==> src/rtl/even_step_pkg.sv <==
package even_step_pkg;

    typedef enum logic [1:0] {
        MODE_UP     = 2'b00,
        MODE_DOWN   = 2'b01,
        MODE_CLEAR  = 2'b10,
        MODE_PRESET = 2'b11
    } mode_t;

    // Hold modes share the high mode bit; counting modes leave it low.
    function automatic logic is_counting(input mode_t m);
        return (m == MODE_UP) || (m == MODE_DOWN);
    endfunction

endpackage

==> src/rtl/esc_step_counter.sv <==
module esc_step_counter #(
    parameter int STEP_W = 2
) (
    input  logic              clk,
    input  logic              rst,
    output logic [STEP_W-1:0] pos
);
    logic [STEP_W-1:0] pos_r;

    always_ff @(posedge clk) begin
        if (rst) pos_r <= '0;
        else     pos_r <= pos_r + 1'b1;
    end

    assign pos = pos_r;
endmodule

==> src/rtl/esc_out_decode.sv <==
module esc_out_decode
    import even_step_pkg::*;
#(
    parameter int STEP_W = 2,
    localparam int OUT_W = STEP_W + 1
) (
    input  logic [STEP_W-1:0] pos,
    input  mode_t             mode,
    output logic [OUT_W-1:0]  value
);
    logic [STEP_W-1:0] upper;

    always_comb begin
        upper = (mode == MODE_DOWN) ? ~pos : pos;
        case (mode)
            MODE_CLEAR:  value = '0;
            MODE_PRESET: value = '1;
            default:     value = {upper, 1'b0};
        endcase
    end
endmodule

==> src/rtl/even_step_counter.sv <==
module even_step_counter
    import even_step_pkg::*;
#(
    parameter int STEP_W = 2,
    localparam int OUT_W = STEP_W + 1
) (
    input  logic             clk,
    input  logic             rst,
    input  logic [1:0]       mode_sel,
    output logic [OUT_W-1:0] value
);
    logic [STEP_W-1:0] pos_q;
    mode_t             mode;

    assign mode = mode_t'(mode_sel);

    esc_step_counter #(.STEP_W(STEP_W)) u_step (
        .clk (clk),
        .rst (rst),
        .pos (pos_q)
    );

    esc_out_decode #(.STEP_W(STEP_W)) u_dec (
        .pos   (pos_q),
        .mode  (mode),
        .value (value)
    );
endmodule

==> config.mk <==
export PLATFORM = sky130hd
export DESIGN_NAME = even_step_counter
export DESIGN_NICKNAME = d
export VERILOG_FILES = /design/src/rtl/even_step_pkg.sv /design/src/rtl/esc_step_counter.sv /design/src/rtl/esc_out_decode.sv /design/src/rtl/even_step_counter.sv
export SDC_FILE = /design/constraint.sdc
export NUM_CORES = 1
export LEC_CHECK = 0
export ABC_AREA = 1
export BUFFER_PORTS_ARGS = -buffer_cell sky130_fd_sc_hd__buf_4
export CORE_AREA = 5 5 42 44
export CTS_BUF_LIST = sky130_fd_sc_hd__clkbuf_4 sky130_fd_sc_hd__clkbuf_8
export DETAILED_ROUTE_END_ITERATION = 6
export DIE_AREA = 0 0 47 49
export GPL_ROUTABILITY_DRIVEN = 1
export SLEW_MARGIN = 0
export SYNTH_ARGS = -nofsm -noshare
export SYNTH_HDL_FRONTEND = slang
export SYNTH_SLANG_ARGS = --single-unit
==> constraint.sdc <==
create_clock -name clk -period 0.8 [get_ports clk]
set_input_delay 0.04 -clock clk [delete_from_list [all_inputs] [get_ports clk]]
set_output_delay 0.04 -clock clk [all_outputs]
set_load 0.05 [all_outputs]
==> impl_metrics.toml, run 1 <==
[route]
drtPass1Iterations = 2
wl_um = 275
drt_iter0_drc = 4
ant_nets = 0
vias = 140
drc = 0
viasPerCell = 3.043
wire_per_inst_um = 5.978

[sta]
relSlewSlack = 0.9088
finalCritPeriodShare = 1.244
timing.fmax_mhz = 1005
hold_violations = 0
tightest_slew_ns = 0.1366
skew_ns = 0.003139
slew_viol_final = 0
rsz0062_at_grt = "yes"
fin_tns_setup_ns = -0.3846
min_period_ns = 0.9953
setup_violations = 2
setup_slack_ns = -0.1953

[worst_setup_path]
criticalPathCategory = "register to output port"
crit_path_start_kind = "register"
worstPathArrival_ns = 0.96
critPathMaxFanout = 3
critPathCaptureType = "output port"
required_ns = 0.76

[clock_network]
cts_tree = "done"
numCtsBuffers = 3
clock_latency_ns = 0.22
clk_pin_slew_ns = 0.03
cts_buffer_depth = 2
h-tree-depth = 1
cts_root_buf = "clkbuf_4"
post_cts_buffers = 0
cts_sinks = 2

[synthesis]
synth.area.top_cells = "dfxtp_1, nand2_1, or2_0"
yosysUniqueCellTypes = 7
synth_area_per_cell_um2 = 6.187
ys.flop_type = "dfxtp_1"
synth-compound-area-share = 0
synth_mux_area_frac = 0
synth_xor_area_frac = 0
synth.most_common_cell = "nand2_1"
synthArstFlopShare = 0
ys_ff_latch = 2
syn_inst = 18
synth-edff-count = 0
yosysTopAreaCell = "dfxtp_1"
synth_adder_area_share = 0
yosys-top-cells-count = "nand2_1, inv_1"
synth-simple-area-share = 0.5393
synth_top_family_by_area = "simple AND/OR/NAND/NOR gates"
yosys_warnings = 0
synth_top_area_share = 0.3596
synth_seq_area_share = 0.3596
synthesis.nets = 22
synth_area_um2 = 111.4

[floorplan]
start_util = 0.07946
rows = 14
die-area_um2 = 2303
io_pins = 7
core_um2 = 1401
die_y_um = 49
die_x_um = 47

[job]
max_cap_violations = 0

[placed_design]
pre_cts_ws_ns = -0.02594
port_buffers = 6
placed_area_um2 = 196.4
place.gp.congestion = 0.6147
hpwl_um = 215.9

[final_layout]
drive_gt1_frac = 0.5000
finish.utilization = 0.1759
antenna_cells = 0
syn_to_final_growth_pct = 121.3
stdcell_area_um2 = 246.5
fillers = 163
nets = 36
largest_register_ffs = 2

[power_and_ir_drop]
p_per_area_nw_per_um2 = 1976
ir_worst_vdd_v = 0.0005505
p_leak_nw = 0.1247

[status]
violations = "setup timing"
outcome = "finished with violations"

[global_routing]
grt_pass1_vias = 111
track_usage = 0.03165
grt_first_pass_wirelength_um = 434
grt_max_degree = 4
antenna_found_initial = 0
gr-total-overflow = 0

[min_path]
hp-class = "input pin to output port"
## cells in the final DEF, fill, tap and decap left out
cell           instances
buf_4                  6
nand2_1                4
inv_1                  3
clkbuf_4               3
nand3_1                2
or2_0                  2
nand2_2                2
nor2_1                 2
buf_8                  2
dfxtp_2                2
nor3b_1                1
dlygate4sd3_1          1
## cells by family after synthesis
logic type | Yosys count
flip-flops | 2
buffers and inverters | 3
AND/OR/NAND/NOR | 13
## where the power goes
| part | internal [mW] | switching [mW] | leakage, nW |
|---|---|---|---|
| Combinational | 0.0685 | 0.0824 | 0.0937 |
| Sequential | 0.110 | 0.00527 | 0.0172 |
| Clock | 0.165 | 0.0554 | 0.0138 |
## metrics by stage
| stage | hold WS (ns) | instances | power (mW) |
|---|---|---|---|
| final | 0.4357 | 46 | 0.4871 |
| after global routing | 0.4588 | 46 | 0.5314 |
| after CTS | 0.4401 | 46 | 0.5064 |
| after detailed placement | 0.2090 | 42 | 0.2454 |
| after global placement | 0.2044 | 42 | 0.2431 |
| after floorplan | 0.1067 | 18 | 0.1947 |
## layout make-up
| type | instances | area [um2] | area share |
|---|---|---|---|
| Sequential cell | 2 | 42.54 | 0.1726 |
| Tap cell | 16 | 20.02 | 0.08122 |
| Inverter | 3 | 11.26 | 0.04569 |
| Timing Repair Buffer | 9 | 85.08 | 0.3452 |
| Clock buffer | 3 | 22.52 | 0.09137 |
| Multi-Input combinational cell | 13 | 65.06 | 0.2640 |
## repair_timing
action / in CTS / in global routing
gates resized for setup: 6 / 0
pin swaps: 4 / 0
cloned: 0 / 0
hold endpoints to repair: 2 / 0
hold buffers: 1 / 0
endpoints found under the setup margin: 2 / 2
## per-layer routing
layer | track usage | vias to the layer above | routed length [um]
li1 | - | 79 | -
met1 | 0.03501 | 52 | 131
met2 | 0.02489 | 9 | 87
met3 | 0.03321 | 0 | 55
met4 | 0.04147 | 0 | 0
met5 | 0 | - | 0
## path summary, 6_finish.rpt
kind	from	end	slack, ns	depth (start not counted)
setup reg to reg	u_step.pos[1]$_SDFF_PP0_	u_step.pos[1]$_SDFF_PP0_	0.08	3
hold / removal	mode_sel[0]	value[0]	0.44	4
setup / recovery	u_step.pos[1]$_SDFF_PP0_	value[2]	-0.20	3
hold reg to reg	u_step.pos[0]$_SDFF_PP0_	u_step.pos[0]$_SDFF_PP0_	0.51	2
## critical path: stages, from the launching register on
cell and delay, ns:
dfxtp_2 0.31, or2_0 0.21, nand2_2 0.07, buf_8 0.14
(Power assumes the default switching activity.)
==> run 2: changes to the inputs <==
--- a/config.mk
+++ b/config.mk
@@ -12,6 +12,7 @@
 export DETAILED_ROUTE_END_ITERATION = 6
 export DIE_AREA = 0 0 47 49
 export GPL_ROUTABILITY_DRIVEN = 1
+export SKIP_CTS_REPAIR_TIMING = 1
 export SLEW_MARGIN = 0
 export SYNTH_ARGS = -nofsm -noshare
 export SYNTH_HDL_FRONTEND = slang
==> run 2 against run 1 <==
Net effect:
- the flow still finishes with violations (setup timing)
- die area stayed put
- global-route usage did not move
- sequential cell count did not move
- combinational power about the same
- first-iteration DRC count did not move
- cell count unchanged
- total power rose by 0.14%
- maximum frequency is 0.12% lower
- sequential power about the same
- via count up 0.71%
- critical endpoint unchanged
==> impl_metrics.toml, run 2 (synthesized netlist as in run 1, its figures left out) <==
[floorplan]
die_y_um = 49
start_util = 0.07946
io_pins = 7
die-area_um2 = 2303
die_x_um = 47
core_um2 = 1401
rows = 14

[final_layout]
antenna_cells = 0
final_common_cell = "buf_4"
final_cells = 46
largest_register_ffs = 2
drive_gt1_frac = 0.5000
ff_latch_area_um2 = 42.54
fillers = 163
syn_to_final_growth_pct = 121.3
finish.utilization = 0.1759
layout_common_cells = "buf_4, nand2_1, inv_1, clkbuf_4"
nets = 36
multiInputGateArea_um2 = 65.06

[clock_network]
h-tree-depth = 1
numCtsBuffers = 3
clk_pin_slew_ns = 0.03
cts_tree = "done"
cts_buffer_depth = 2
cts_root_buf = "clkbuf_4"
clock_latency_ns = 0.22
cts_sinks = 2

[sta]
rsz0062_at_grt = "yes"
finalCritPeriodShare = 1.246
setup_violations = 2
relSlewSlack = 0.9088
fin_tns_setup_ns = -0.3873
tightest_slew_ns = 0.1366
min_period_ns = 0.9964
setup_slack_ns = -0.1964
hold_violations = 0
timing.fmax_mhz = 1004
skew_ns = 0.003156
slew_viol_final = 0

[worst_setup_path]
cpPeakStageDelay_ns = 0.31
slowest_stage = "dfxtp_2"
critPathCaptureType = "output port"
worstPathArrival_ns = 0.96
criticalPathCategory = "register to output port"
path_cells = "or2_1, nand2_2, buf_8"
critPathMaxFanout = 3
crit_path_start_kind = "register"
required_ns = 0.76

[route]
drtPass1Iterations = 2
drc = 0
vias = 141
wire_per_inst_um = 5.978
wl_um = 275
ant_nets = 0
drt_iter0_drc = 4
viasPerCell = 3.065

[placed_design]
dp.cells = 42
hpwl_um = 215.9
port_buffers = 6
pre_cts_ws_ns = -0.02594
place.gp.congestion = 0.6147

[global_routing]
gr-total-overflow = 0
track_usage = 0.03165
antenna_found_initial = 0
grt_max_degree = 4
grt_first_pass_wirelength_um = 427
grt_pass1_vias = 106

[power_and_ir_drop]
power_frac_comb = 0.311
intPower_mw = 0.3447
clockPowerShare = 0.452
ir_worst_vdd_v = 0.0005509
p_sw_frac = 0.2933
p_per_area_nw_per_um2 = 1979
p_sw_mw = 0.1431
p_leak_nw = 0.1265
seqPwrFrac = 0.237

[status]
violations = "setup timing"
outcome = "finished with violations"

[job]
max_cap_violations = 0

[min_path]
hp-class = "input pin to output port"
## run 2: cell type report
class                   count  area share
clock buffers               3     0.09137
multi-input cells          13      0.2640
inverters                   3     0.04569
flip-flops and latches      2      0.1726
repair buffers              9      0.3452
well taps                  16     0.08122
## run 2: stage by stage
step                area, um2  power (mW)  hold WS, ns
finish                  246.5      0.4878       0.4358
global route            246.5      0.5320       0.4588
CTS                     219.0      0.4828     -0.02975
detailed placement      196.4      0.2454       0.2090
global placement        196.4      0.2431       0.2044
floorplan               116.4      0.1947       0.1067
## run 2: metal layers
metal | vias to the layer above | GRT usage | share of wire
li1 | 79 | - | -
met1 | 53 | 0.04158 | 0.48
met2 | 9 | 0.01810 | 0.32
met3 | 0 | 0.03321 | 0.20
met4 | 0 | 0.04147 | 0
met5 | - | 0 | 0
## run 2: power groups by stage
stage | Clock [mW] | Sequential, mW | Combinational, mW
floorplan | 0 | 0.116 | 0.0788
global placement | 0 | 0.115 | 0.128
detailed placement | 0 | 0.115 | 0.130
CTS | 0.239 | 0.114 | 0.130
global route | 0.252 | 0.117 | 0.163
finish | 0.221 | 0.116 | 0.152
## run 2: worst paths after layout
path | start | to | slack [ns] | cells after the start
setup / recovery | u_step.pos[1]$_SDFF_PP0_ | value[2] | -0.20 | 3
hold / removal | mode_sel[0] | value[0] | 0.44 | 4
setup reg to reg | u_step.pos[1]$_SDFF_PP0_ | u_step.pos[1]$_SDFF_PP0_ | 0.08 | 3
hold reg to reg | u_step.pos[0]$_SDFF_PP0_ | u_step.pos[0]$_SDFF_PP0_ | 0.51 | 2
## run 2: worst max-delay path, delay by kind of cell, from the launching register on
family | cells | cell delay [ns]
flip-flops | 1 | 0.31
AND/OR/NAND/NOR | 2 | 0.28
buffers and inverters | 1 | 0.14
